`config.mk`:
```
export PLATFORM = sky130hd
export DESIGN_NAME = sysctl_regbank
export DESIGN_NICKNAME = d
export VERILOG_FILES = /design/src/rtl/sysctl_pkg.sv /design/src/rtl/sysctl_wdec.sv /design/src/rtl/sysctl_lock.sv /design/src/rtl/sysctl_setclr.sv /design/src/rtl/sysctl_regbank.sv
export SDC_FILE = /design/constraint.sdc
export NUM_CORES = 1
export LEC_CHECK = 0
export ABC_AREA = 1
export BUFFER_PORTS_ARGS = -buffer_cell sky130_fd_sc_hd__buf_2
export CAP_MARGIN = 20
export CORE_MARGIN = 2
export CORE_UTILIZATION = 25
export DETAILED_ROUTE_END_ITERATION = 10
export GPL_TIMING_DRIVEN = 0
export PLACE_DENSITY_LB_ADDON = 0.15
export SLEW_MARGIN = 40
export SYNTH_ARGS = -nofsm -noshare
export SYNTH_HDL_FRONTEND = slang
export SYNTH_SLANG_ARGS = --single-unit
```
`constraint.sdc`:
```
create_clock -name clk_i -period 2.7 [get_ports clk_i]
set_input_delay 0 -clock clk_i [delete_from_list [all_inputs] [get_ports clk_i]]
set_output_delay 0 -clock clk_i [all_outputs]
set_load 0.03 [all_outputs]
```
`src/rtl/sysctl_pkg.sv`:
```
package sysctl_pkg;

  localparam logic [31:0] LOCK_KEY = 32'h0000_A05F;

  localparam logic [7:0] OFS_ID      = 8'h00;
  localparam logic [7:0] OFS_LED     = 8'h08;
  localparam logic [7:0] OFS_LOCK    = 8'h20;
  localparam logic [7:0] OFS_CFG_A   = 8'h28;
  localparam logic [7:0] OFS_CFG_B   = 8'h2C;
  localparam logic [7:0] OFS_FLG_SET = 8'h30;
  localparam logic [7:0] OFS_FLG_CLR = 8'h34;
  localparam logic [7:0] OFS_NV_SET  = 8'h38;
  localparam logic [7:0] OFS_NV_CLR  = 8'h3C;
  localparam logic [7:0] OFS_RST_LVL = 8'h40;

  typedef struct packed {
    logic led;
    logic lock;
    logic cfg_a;
    logic cfg_b;
    logic flg_set;
    logic flg_clr;
    logic nv_set;
    logic nv_clr;
    logic rst_lvl;
  } wr_strobe_t;

  typedef struct packed {
    logic        hit;
    logic [31:0] value;
  } fixed_rd_t;

  // constant and reserved read offsets; register offsets are muxed in the top
  function automatic fixed_rd_t fixed_read(input logic [7:0] ofs);
    fixed_rd_t r;
    r.hit   = 1'b1;
    r.value = 32'h0;
    case (ofs)
      8'h44: r.value = 32'h0000_0001;
      8'h50: r.value = 32'h0000_1000;
      8'h84: r.value = 32'h0200_0000;
      8'h88: r.value = 32'hFF00_0000;
      8'h04, 8'h0C, 8'h10, 8'h14, 8'h18, 8'h1C, 8'h24,
      8'h48, 8'h4C, 8'h54, 8'h58, 8'h5C, 8'h60,
      8'h64, 8'h68, 8'h6C, 8'h70, 8'h74, 8'h80,
      8'h8C, 8'h90, 8'h94, 8'h98, 8'h9C,
      8'hC0, 8'hC4, 8'hC8, 8'hCC, 8'hD0: r.value = 32'h0;
      default: r.hit = 1'b0;
    endcase
    return r;
  endfunction

endpackage

```
`src/rtl/sysctl_wdec.sv`:
```
module sysctl_wdec
  import sysctl_pkg::*;
#(
  parameter int ADDR_W = 12
) (
  input  logic              we_i,
  input  logic [ADDR_W-1:0] addr_i,
  output wr_strobe_t        wstb_o
);

  localparam int HI_W = ADDR_W - 8;

  logic       in_page;
  logic [7:0] ofs;

  assign ofs     = addr_i[7:0];
  assign in_page = (addr_i[ADDR_W-1:8] == {HI_W{1'b0}}) && (ofs[1:0] == 2'b00);

  always_comb begin
    wstb_o = '0;
    if (we_i && in_page) begin
      case (ofs)
        OFS_LED:     wstb_o.led     = 1'b1;
        OFS_LOCK:    wstb_o.lock    = 1'b1;
        OFS_CFG_A:   wstb_o.cfg_a   = 1'b1;
        OFS_CFG_B:   wstb_o.cfg_b   = 1'b1;
        OFS_FLG_SET: wstb_o.flg_set = 1'b1;
        OFS_FLG_CLR: wstb_o.flg_clr = 1'b1;
        OFS_NV_SET:  wstb_o.nv_set  = 1'b1;
        OFS_NV_CLR:  wstb_o.nv_clr  = 1'b1;
        OFS_RST_LVL: wstb_o.rst_lvl = 1'b1;
        default:     wstb_o         = '0;
      endcase
    end
  end

  // at most one register strobed per write
  always_comb begin
    a_r9_one_strobe: assert ($onehot0(wstb_o));
  end

endmodule

```
`src/rtl/sysctl_lock.sv`:
```
module sysctl_lock
  import sysctl_pkg::*;
(
  input  logic        clk_i,
  input  logic        rst_ni,
  input  logic        we_i,
  input  logic [31:0] wdata_i,
  output logic [15:0] lock_o,
  output logic        unlocked_o
);

  logic [15:0] lock_q;

  always_ff @(posedge clk_i or negedge rst_ni) begin
    if (!rst_ni) begin
      lock_q <= 16'h0;
    end else if (we_i) begin
      if (wdata_i == LOCK_KEY) lock_q <= LOCK_KEY[15:0];
      else                     lock_q <= {1'b0, wdata_i[14:0]};
    end
  end

  assign lock_o     = lock_q;
  assign unlocked_o = (lock_q == LOCK_KEY[15:0]);

  a_r2_key_unlocks: assert property (@(posedge clk_i) disable iff (!rst_ni)
    (we_i && wdata_i == LOCK_KEY) |=> unlocked_o);
  a_r2_other_locks: assert property (@(posedge clk_i) disable iff (!rst_ni)
    (we_i && wdata_i != LOCK_KEY) |=> (!unlocked_o && !lock_o[15]));

endmodule

```
`src/rtl/sysctl_setclr.sv`:
```
module sysctl_setclr #(
  parameter int          WIDTH   = 32,
  parameter logic [31:0] RST_VAL = 32'h0
) (
  input  logic             clk_i,
  input  logic             rst_ni,
  input  logic             set_i,
  input  logic             clr_i,
  input  logic [WIDTH-1:0] data_i,
  output logic [WIDTH-1:0] q_o
);

  logic [WIDTH-1:0] q;

  always_ff @(posedge clk_i or negedge rst_ni) begin
    if (!rst_ni)    q <= RST_VAL[WIDTH-1:0];
    else if (set_i) q <= q | data_i;
    else if (clr_i) q <= q & ~data_i;
  end

  assign q_o = q;

  a_r5_set_bits: assert property (@(posedge clk_i) disable iff (!rst_ni)
    set_i |=> ((q_o & $past(data_i)) == $past(data_i)));
  a_r5_clr_bits: assert property (@(posedge clk_i) disable iff (!rst_ni)
    (clr_i && !set_i) |=> ((q_o & $past(data_i)) == '0));
  a_r6_idle_hold: assert property (@(posedge clk_i) disable iff (!rst_ni)
    (!set_i && !clr_i) |=> $stable(q_o));

endmodule

```
`src/rtl/sysctl_regbank.sv`:
```
module sysctl_regbank
  import sysctl_pkg::*;
#(
  parameter logic [31:0] ID_VALUE = 32'h5A3C_0001,
  parameter int          ADDR_W   = 12,
  parameter int          FLAG_W   = 32
) (
  input  logic              clk_i,
  input  logic              rst_ni,
  input  logic              por_ni,
  input  logic [ADDR_W-1:0] addr_i,
  input  logic              we_i,
  input  logic              re_i,
  input  logic [31:0]       wdata_i,
  output logic [31:0]       rdata_o,
  output logic              err_o,
  output logic [31:0]       led_o,
  output logic [31:0]       cfg_a_o,
  output logic [31:0]       cfg_b_o,
  output logic [31:0]       rst_level_o,
  output logic              sys_rst_req_o
);

  localparam int HI_W      = ADDR_W - 8;
  localparam int RST_BIT   = 8;

  wr_strobe_t  wstb;
  logic [15:0] lock_val;
  logic        unlocked;
  logic [FLAG_W-1:0] flags, nv_flags;
  logic [31:0] led_q, cfg_a_q, cfg_b_q, lvl_q;
  logic        req_q, err_q;
  logic        in_page;
  logic [7:0]  ofs;
  fixed_rd_t   fx;
  logic        rd_known;
  logic [31:0] rd_val;

  sysctl_wdec #(.ADDR_W(ADDR_W)) i_wdec (
    .we_i   (we_i),
    .addr_i (addr_i),
    .wstb_o (wstb)
  );

  sysctl_lock i_lock (
    .clk_i      (clk_i),
    .rst_ni     (rst_ni),
    .we_i       (wstb.lock),
    .wdata_i    (wdata_i),
    .lock_o     (lock_val),
    .unlocked_o (unlocked)
  );

  sysctl_setclr #(.WIDTH(FLAG_W), .RST_VAL(32'h3)) i_flags (
    .clk_i  (clk_i),
    .rst_ni (rst_ni),
    .set_i  (wstb.flg_set),
    .clr_i  (wstb.flg_clr),
    .data_i (wdata_i[FLAG_W-1:0]),
    .q_o    (flags)
  );

  // non-volatile domain: power-on reset only
  sysctl_setclr #(.WIDTH(FLAG_W), .RST_VAL(32'h0)) i_nv_flags (
    .clk_i  (clk_i),
    .rst_ni (por_ni),
    .set_i  (wstb.nv_set),
    .clr_i  (wstb.nv_clr),
    .data_i (wdata_i[FLAG_W-1:0]),
    .q_o    (nv_flags)
  );

  always_ff @(posedge clk_i or negedge rst_ni) begin
    if (!rst_ni) begin
      led_q   <= 32'h0;
      cfg_a_q <= 32'h0;
      cfg_b_q <= 32'h0;
      lvl_q   <= 32'h0;
      req_q   <= 1'b0;
      err_q   <= 1'b0;
    end else begin
      if (wstb.led)   led_q   <= wdata_i;
      if (wstb.cfg_a) cfg_a_q <= wdata_i;
      if (wstb.cfg_b) cfg_b_q <= wdata_i;
      if (wstb.rst_lvl && unlocked) lvl_q <= wdata_i;
      req_q <= wstb.rst_lvl && unlocked && wdata_i[RST_BIT];
      err_q <= re_i && !rd_known;
    end
  end

  // read path
  assign ofs     = addr_i[7:0];
  assign in_page = (addr_i[ADDR_W-1:8] == {HI_W{1'b0}}) && (ofs[1:0] == 2'b00);
  assign fx      = fixed_read(ofs);

  always_comb begin
    rd_known = in_page;
    rd_val   = 32'h0;
    case (ofs)
      OFS_ID:      rd_val = ID_VALUE;
      OFS_LED:     rd_val = led_q;
      OFS_LOCK:    rd_val = {16'h0, lock_val};
      OFS_CFG_A:   rd_val = cfg_a_q;
      OFS_CFG_B:   rd_val = cfg_b_q;
      OFS_FLG_SET: rd_val = 32'(flags);
      OFS_NV_SET:  rd_val = 32'(nv_flags);
      OFS_RST_LVL: rd_val = lvl_q;
      default: begin
        rd_val   = fx.value;
        rd_known = in_page && fx.hit;
      end
    endcase
    if (!rd_known) rd_val = 32'h0;
  end

  assign rdata_o       = rd_val;
  assign err_o         = err_q;
  assign led_o         = led_q;
  assign cfg_a_o       = cfg_a_q;
  assign cfg_b_o       = cfg_b_q;
  assign rst_level_o   = lvl_q;
  assign sys_rst_req_o = req_q;

  a_r3_locked_hold: assert property (@(posedge clk_i) disable iff (!rst_ni)
    !unlocked |=> $stable(rst_level_o));
  a_r4_req_cause: assert property (@(posedge clk_i) disable iff (!rst_ni)
    sys_rst_req_o |-> $past(we_i && unlocked && wdata_i[RST_BIT]));
  a_r10_err_cause: assert property (@(posedge clk_i) disable iff (!rst_ni)
    err_o |-> $past(re_i));
  a_r10_unknown_zero: assert property (@(posedge clk_i) disable iff (!rst_ni)
    !rd_known |-> (rdata_o == 32'h0));

endmodule

```
==> metrics.cfg, run 1 <==
[setup_path]
r2r-end = rst_level_o[20]$_DFFE_PN0P_
start_kind = primary input
rr_worst_depth = 7
cp_data_required_time_ns = 2.70
end_kind = output port
arrival_ns = 2.53
r2r_slack_ns = 0.76
crit_fanout = 10
r2r_start = i_lock.lock_o[11]$_DFFE_PN0P_
path_class = in2out

[synth]
yosysUniqueCellTypes = 28
synth-seq-cells = 210
synth_area_leaders = dfrtp_1, nand2_1, o21ai_0, nor2_1, nand3_1
synth_xor_area_share_pct = 0
synthMuxAreaShare_pct = 0
synth_top_area_share_pct = 52.75
syn_nets = 1295
yosysSeqAreaShare_pct = 53.28
netlist_area_um2 = 9867
synthCells = 1246
synth_compound_area_share_pct = 14.63
synth_fa_ha_area_share_pct = 0
synthSimpleGateAreaFrac_pct = 26.41
post_synth.cell_area_avg_um2 = 7.919
synth_top_family_by_area = simple AND/OR/NAND/NOR gates
yosys.area.top_type = dfrtp_1
synth-warning-count = 0

[final_layout]
finish.net_count = 1578
fin_cells = 2063
finish.utilization_pct = 33.33
layout_common_cells = nand2_1, o21ai_0, buf_2
n_fill_cell = 4229
final_common_cell = nand2_1
final_layout_size_suffix_gt1_share_pct = 20.27
syn_to_final_growth_pct = 31.17

[clock_network]
postCtsResizedCells = 0
cts_setup_buffers = 0
cts-root-buf = clkbuf_16
numCtsBuffers = 26
htreeDepth = 1
clock_latency_ns = 0.56
cts.clk_slew.worst_paths_ns = 0.06
cts_tree = built
cts.path.max_buffers = 3
ctsHoldBuffers = 44
cts.sinks = 210

[flow_run]
cap_viol_max_count = 0

[floorplan]
start_util_pct = 25.41
ios = 211
rows = 72
fp.dieH_um = 202.7
core_um2 = 38830
die_w_um = 202.7
dieArea_um2 = 41070

[hold_path]
holdPathStages = 7
hp-start = addr_i[8]
min_path_type = in2reg
min_to = err_o$_DFF_PN0_

[sta]
fmax_mhz = 394.8
period_needed_ns = 2.533
fin_skew_ns = 0.02077
slew-limit-headroom_pct = 39.83
setup_viol = 0
tightest_slew_ns = 0.9026
setup_ws_ns = 0.1672
rsz0062_at_grt = no
final-hold-violation-count = 0
min_period_over_period_pct = 93.81
drv_slew = 0

[global_routing]
overflow = 0
grt_util_all_layers_pct = 21.50
antenna_found_initial = 1
grt_pass1_wl_um = 65300
grt_max_degree = 69
grt_pass1_vias = 9743

[drt]
drt_wl_total_um = 44330
route.vias.total = 9800
drcViolationCount = 0
post_drt_wl_per_cell_um = 21.49
ant_nets = 0
first_pass_iters = 4
drtIter0Drc = 633
avgViaCountPerCell = 4.750

[placed_design]
place_inst = 1975
place_hpwl_um = 30760
dp_worst_setup_slack_ns = 0.4649
io_buffers = 208
gp_congestion = 0.8113

[run_status]
status = finished, final reports clean

[power]
peakVddDrop_mv = 0.4479
p_leak_nw = 6.517
pwr_density_cell_nw_per_um2 = 535.4

critical path, cell delays in order:
cell and delay, ns:
dlygate4sd3_1 0.54, buf_2 0.12, nor2_1 0.07, dlygate4sd3_1 0.60
nand4_4 0.16, o21bai_4 0.32, buf_6 0.22, nor2_1 0.25
buf_2 0.26
area by class of cell:
class	instances	area (um^2)	share of cell area [%]
flip-flops and latches	210	5258	40.62
multi-input cells	908	4050	31.29
repair buffers	255	1588	12.27
clock buffers	38	755.7	5.839
well taps	518	648.1	5.008
plain buffers	63	317.8	2.456
inverters	65	244.0	1.885
clock inverters	5	78.83	0.6090
diodes	1	2.502	0.01933
power by group:
part | switching (mW) | internal (mW) | total, mW | leakage (nW)
combinational | 0.228 | 0.104 | 0.332 | 3.19
sequential | 0.00264 | 3.15 | 3.16 | 2.92
clock | 1.41 | 2.03 | 3.44 | 0.408
kinds of logic (layout without fill, tap and decap cells):
group,after synthesis,count (layout)
AO/OA/AOI/OAI,282,282
flip-flops,210,210
buffers and inverters,128,426
other,0,1
AND/OR/NAND/NOR,626,626
layer usage:
layer / up-vias / routed length, um / share of wire (%) / global-route usage, %
met3: 70 / 2301 / 5.2 / 3.210
met4: 0 / 1438 / 3.2 / 6.752
met2: 305 / 20040 / 45 / 34.09
li1: 4631 / - / - / -
met1: 4794 / 20550 / 46 / 30.19
met5: - / 0 / 0 / 0
cell usage after synthesis:
cell       number
nor4_1          5
nor2_4          6
o211ai_1        2
nand2_2         3
nor3_1          3
o21ai_1        32
a21oi_1         4
clkbuf_1       35
nand2_1       417
o2bb2ai_2       1
o21bai_4        1
nor2_8          1
nor2_1        109
nand3_1        51
buf_2          17
nand4_4         1
dfrtp_1       208
buf_6           5
dfstp_2         2
o21ai_2         1
nand4_1        24
o21ai_0       241
inv_2          11
buf_4           5
nor2_2          3
nand2_4         3
inv_1          54
clkbuf_2        1
metrics by stage:
step                      hold slack, ns  setup TNS, ns  instance area [um^2]  power, mW
after global routing             0.05646              0                 12940      7.168
after detailed placement        -0.07585              0                 11640      3.496
after global placement            0.1905        -286.77                 11560      3.484
after CTS                        0.01712              0                 12940      7.006
after floorplan                  -0.2956              0                  9867      3.311
final                            0.02315              0                 12940      6.929
worst max path at each step:
stage,depth (start not counted),start,end,slack (ns)
5_1_grt,10,addr_i[10],cfg_a_o[5]$_DFFE_PN0P_,0.03
4_1_cts,9,addr_i[10],rdata_o[22],0.18
3_5_place_dp,11,addr_i[1],rdata_o[6],0.46
2_1_floorplan,12,addr_i[4],rdata_o[14],1.21
6_report,9,addr_i[10],rdata_o[22],0.17
3_3_place_gp,1,rst_ni,rst_level_o[15]$_DFFE_PN0P_,-1.66
Power figures use the tool's default switching activity.
==> run 2: changes to the inputs <==
CELL_PAD_IN_SITES_DETAIL_PLACEMENT = 1   (was unset)
CELL_PAD_IN_SITES_GLOBAL_PLACEMENT = 1   (was unset)
==> metrics.cfg, run 2 (synthesized netlist as in run 1, its figures left out) <==
[setup_path]
end_kind = flop
path_class = in2reg
arrival_ns = 3.09  ; +0.56 ns
start_kind = primary input
rr_worst_depth = 7  ; unchanged
crit_fanout = 2  ; -8
cp_data_required_time_ns = 3.19  ; +0.49 ns

[drt]
avgViaCountPerCell = 4.734  ; -0.35%
post_drt_wl_per_cell_um = 21.51  ; about the same
drtIter0Drc = 552  ; -13%
drcViolationCount = 0  ; unchanged
route.vias.total = 9789  ; -0.11%
ant_nets = 0  ; unchanged
drt_wl_total_um = 44480  ; +0.34%
first_pass_iters = 5  ; +1

[sta]
drv_slew = 0  ; unchanged
period_needed_ns = 2.593  ; +0.06062 ns
setup_viol = 0  ; unchanged
slew-limit-headroom_pct = 38.65  ; -1.2 points
final-hold-violation-count = 0  ; unchanged
tns_ns = 0  ; unchanged
fmax_mhz = 385.6  ; -2.3%
setup_ws_ns = 0.1066  ; -0.06062 ns
tightest_slew_ns = 0.9202  ; +0.01763 ns
min_period_over_period_pct = 96.05  ; +2.2 points
fin_skew_ns = 0.02099  ; +0.0002144 ns
rsz0062_at_grt = no

[power]
p_seq_share_pct = 44.5  ; -1.0 points
p_sw_mw = 1.710  ; +3.9%
p_leak_nw = 6.545  ; +0.43%
peakVddDrop_mv = 0.4485  ; +0.11%
pwr_density_cell_nw_per_um2 = 545.7  ; +1.9%
comb_power_share_pct = 4.7  ; about the same
clock_power_share_pct = 50.8  ; +1.1 points
p_int_mw = 5.376  ; +1.7%
swShare_pct = 24.13  ; +0.38 points

[placed_design]
io_buffers = 208  ; unchanged
dp_worst_setup_slack_ns = 0.4207  ; -0.04417 ns
gp_congestion = 0.7902  ; -2.6%
place_hpwl_um = 30930  ; +0.57%

[global_routing]
antenna_found_initial = 0  ; -1
grt_pass1_vias = 10246  ; +5.2%
overflow = 0  ; unchanged
grt_pass1_wl_um = 66830  ; +2.3%
grt_max_degree = 59  ; -14%
grt_util_all_layers_pct = 21.75  ; +0.25 points

[clock_network]
cts.sinks = 210  ; unchanged
postCtsResizedCells = 0  ; unchanged
clock_latency_ns = 0.56  ; about the same
cts.clk_slew.worst_paths_ns = 0.06  ; about the same
cts-root-buf = clkbuf_16
numCtsBuffers = 27  ; +3.8%
htreeDepth = 1  ; unchanged
cts_setup_buffers = 0  ; unchanged
cts_tree = built
cts.path.max_buffers = 3  ; unchanged

[flow_run]
cap_viol_max_count = 0  ; unchanged

[hold_path]
min_path_type = in2async

[floorplan]
die_w_um = 202.7  ; unchanged
fp.dieH_um = 202.7  ; unchanged
dieArea_um2 = 41070  ; unchanged
ios = 211  ; unchanged
core_um2 = 38830  ; unchanged
start_util_pct = 25.41  ; unchanged
rows = 72  ; unchanged

[final_layout]
final_layout_size_suffix_gt1_share_pct = 20.71  ; +0.44 points
finish.net_count = 1578  ; unchanged
syn_to_final_growth_pct = 31.60
antenna_cells = 0  ; -1
n_fill_cell = 4699  ; +11%
final_common_cell = nand2_1
layout_common_cells = nand2_1, o21ai_0, buf_2

[run_status]
status = finished, final reports clean

## run 2: power by group through the flow
stage	Clock [mW]	Sequential, mW	Combinational [mW]
finish	3.60	3.16	0.330
global route	3.81	3.15	0.370
CTS	3.68	3.15	0.339
detailed placement	0	3.21	0.291
global placement	0	3.21	0.271
floorplan	0	3.22	0.0944
## run 2: routing by layer
metal,up-vias,track usage [%],part of all wire [%]
met2,229,35.79,46
met4,0,5.839,2.7
met3,54,2.488,4.0
met1,4848,30.32,47
li1,4658,-,-
met5,-,0,0
## run 2: path summary, 6_finish.rpt
kind,startpoint,end,slack (ns)
worst max-delay path,wdata_i[8],i_lock.lock_o[15]$_DFFE_PN0P_,0.11
worst min-delay path,rst_ni,async pin,0.01
worst max register to register,i_lock.lock_o[11]$_DFFE_PN0P_,rst_level_o[17]$_DFFE_PN0P_,0.75
worst min register to register,flop,flop,0.49
max in group asynchronous,por_ni,async pin,1.46
min in group clk_i,addr_i[10],err_o$_DFF_PN0_,0.04
## run 2: cell type report
class	instances	area [um^2]	share of cell area, %
inverters	65	244.0	1.879
repair buffers	254	1572	12.10
clock inverters	9	68.82	0.5300
multi-input cells	908	4050	31.19
clock buffers	41	828.3	6.379
flip-flops and latches	210	5258	40.49
well taps	518	648.1	4.991
plain buffers	63	316.6	2.438
## run 2: metrics by stage
step                area, um^2  instances  utilization (%)  total power, mW  hold WS (ns)
global route             12990       2068            33.44            7.331       0.01833
global placement         11560       1972            29.76            3.483        0.1702
finish                   12990       2068            33.44            7.086       0.01152
detailed placement       11650       1975            30.01            3.502       -0.1015
floorplan                 9867       1246                -            3.311       -0.2956
CTS                      12990       2068            33.46            7.179     0.0003562
## run 2: what timing repair did
action                     CTS  global route
hold endpoints to repair   372             0
setup endpoints to repair    0             0
hold buffers                43             0
## run 2: worst max-delay path: stages
cell,delay [ns]
dlygate4sd3_1,0.53
buf_2,0.13
nor4_1,0.37
dlygate4sd3_1,0.64
nand3_1,0.08
dlygate4sd3_1,0.58
nor2_1,0.08
dlygate4sd3_1,0.56
nand2_1,0.05
nand2_1,0.05
==> run 3: changes to the inputs <==
clock period = 2.1 ns   (was 2.7 ns; I/O delays follow)
==> metrics.cfg, run 3 (synthesized netlist as in run 1, its figures left out) <==
[sta]
slew-limit-headroom_pct = 38.39  ; -0.27 points
fmax_mhz = 488.2
tightest_slew_ns = 0.9242  ; +0.004014 ns
fin_skew_ns = 0.01832  ; -0.002664 ns
period_needed_ns = 2.048
final-hold-violation-count = 0  ; unchanged
rsz0062_at_grt = no
setup_viol = 0  ; unchanged
drv_slew = 0  ; unchanged
min_period_over_period_pct = 97.54

[final_layout]
layout_common_cells = nand2_1, o21ai_0, buf_2
n_fill_cell = 4698  ; -0.021%
final_layout_size_suffix_gt1_share_pct = 21.16  ; +0.45 points
finish.utilization_pct = 33.49  ; +0.048 points
syn_to_final_growth_pct = 31.79
final_common_cell = nand2_1
finish.net_count = 1578  ; unchanged
fin_cells = 2068  ; unchanged
antenna_cells = 0  ; unchanged

[power]
pwr_density_cell_nw_per_um2 = 701.0  ; +28%
peakVddDrop_mv = 0.5784  ; +29%
p_leak_nw = 6.553  ; +0.12%

[run_status]
status = finished, final reports clean

[floorplan]
die_w_um = 202.7  ; unchanged
start_util_pct = 25.41  ; unchanged
rows = 72  ; unchanged
dieArea_um2 = 41070  ; unchanged
ios = 211  ; unchanged
core_um2 = 38830  ; unchanged
fp.dieH_um = 202.7  ; unchanged

[hold_path]
min_path_type = in2async

[global_routing]
grt_pass1_vias = 10246  ; unchanged
grt_max_degree = 59  ; unchanged
grt_pass1_wl_um = 66810  ; about the same
overflow = 0  ; unchanged
antenna_found_initial = 0  ; unchanged
grt_util_all_layers_pct = 21.74  ; about the same

[setup_path]
r2r-end = rst_level_o[17]$_DFFE_PN0P_
crit_fanout = 2  ; unchanged
path_class = in2reg
cp_data_required_time_ns = 2.59  ; -0.60 ns
end_kind = flop
start_kind = primary input
r2r_slack_ns = 0.25  ; -0.50 ns
arrival_ns = 2.54  ; -0.55 ns
rr_worst_depth = 7  ; unchanged
r2r_start = i_lock.lock_o[11]$_DFFE_PN0P_

[drt]
drt_wl_total_um = 44520  ; about the same
drtIter0Drc = 481  ; -13%
wl_met3_um = 1566  ; -11%
met1_length_um = 21050  ; +1.2%
route.vias.total = 9758  ; -0.32%
post_drt_wl_per_cell_um = 21.53  ; about the same
avgViaCountPerCell = 4.719  ; -0.32%
ant_nets = 0  ; unchanged
highest_layer = met4
wl_met2_um = 20700  ; +0.12%
first_pass_iters = 4  ; -1
drcViolationCount = 0  ; unchanged

[flow_run]
cap_viol_max_count = 0  ; unchanged

[placed_design]
place_inst = 1975  ; unchanged
io_buffers = 208  ; unchanged
place_hpwl_um = 30930  ; unchanged
gp_congestion = 0.7902  ; unchanged

[clock_network]
cts.path.max_buffers = 3  ; unchanged
numCtsBuffers = 27  ; unchanged
cts.sinks = 210  ; unchanged
cts-root-buf = clkbuf_16
clock_latency_ns = 0.55  ; about the same
cts_tree = built
cts.clk_slew.worst_paths_ns = 0.06  ; about the same
htreeDepth = 1  ; unchanged

-- run 3: changes by cell type in the layout (fill, tap and decap cells not counted), sizes merged --
cell / delta
buf: +2
dlygate4sd3: -2
-- run 3: critical path: stages --
cell and delay, ns:
dlygate4sd3_1 0.53, buf_2 0.13, nor4_1 0.37, dlygate4sd3_1 0.64
nand3_1 0.08, dlygate4sd3_1 0.58, nor2_1 0.09, nand2_1 0.06
nand2_1 0.05
-- run 3: report_power, final --
part / switching [mW] / total (mW) / internal, mW
clock: 1.91 / 4.63 / 2.73
sequential: 0.00357 / 4.06 / 4.05
combinational: 0.293 / 0.426 / 0.133
-- run 3: area by class of cell --
| cell class | instances | area (um^2) | share of cell area, % |
|---|---|---|---|
| sequential | 210 | 5258 | 40.43 |
| multi-input combinational | 908 | 4055 | 31.18 |
| timing repair buffer | 254 | 1564 | 12.03 |
| clock buffer | 41 | 828.3 | 6.370 |
| tap | 518 | 648.1 | 4.984 |
| buffer | 63 | 337.8 | 2.598 |
| inverter | 65 | 244.0 | 1.876 |
| clock inverter | 9 | 68.82 | 0.5292 |
-- run 3: worst max-delay path by stage --
| stage | start | slack, ns | depth (start not counted) | to |
|---|---|---|---|---|
| floorplan | addr_i[4] | 0.61 | 12 | rdata_o[14] |
| global placement | rst_ni | -2.43 | 1 | cfg_a_o[16]$_DFFE_PN0P_ |
| detailed placement | addr_i[1] | -0.18 | 11 | rdata_o[6] |
| CTS | addr_i[1] | 0.03 | 11 | rdata_o[2] |
| global route | addr_i[6] | 0.004 | 12 | rdata_o[16] |
| finish | wdata_i[8] | 0.05 | 9 | i_lock.lock_o[15]$_DFFE_PN0P_ |
-- run 3: metrics by stage --
stage | hold WS (ns) | setup WS (ns) | TNS (ns) | area [um^2] | power [mW]
global placement | 0.1702 | -2.431 | -426.40 | 11560 | 4.479
CTS | 0.0003562 | 0.02774 | 0 | 12990 | 9.230
floorplan | -0.2956 | 0.6115 | 0 | 9867 | 4.258
global route | 0.01833 | 0.004219 | 0 | 13000 | 9.426
finish | 0.01247 | 0.05158 | 0 | 13000 | 9.116
detailed placement | -0.1015 | -0.1793 | -1.289 | 11650 | 4.503
-- run 3: timing repair --
action / CTS / global route
gates cloned: 0 / 0
buffers inserted: 0 / 1
hold endpoints to repair: 372 / 0
gates resized for setup: 5 / 9
hold buffers: 42 / 0
pin swaps: 0 / 1
endpoints found under the setup margin: 19 / 28
-- run 3: per-layer routing --
metal  track usage, %  vias up
li1                 -     4657
met1            30.30     4839
met2            35.80      211
met3            2.488       51
met4            5.839        0
met5                0        -
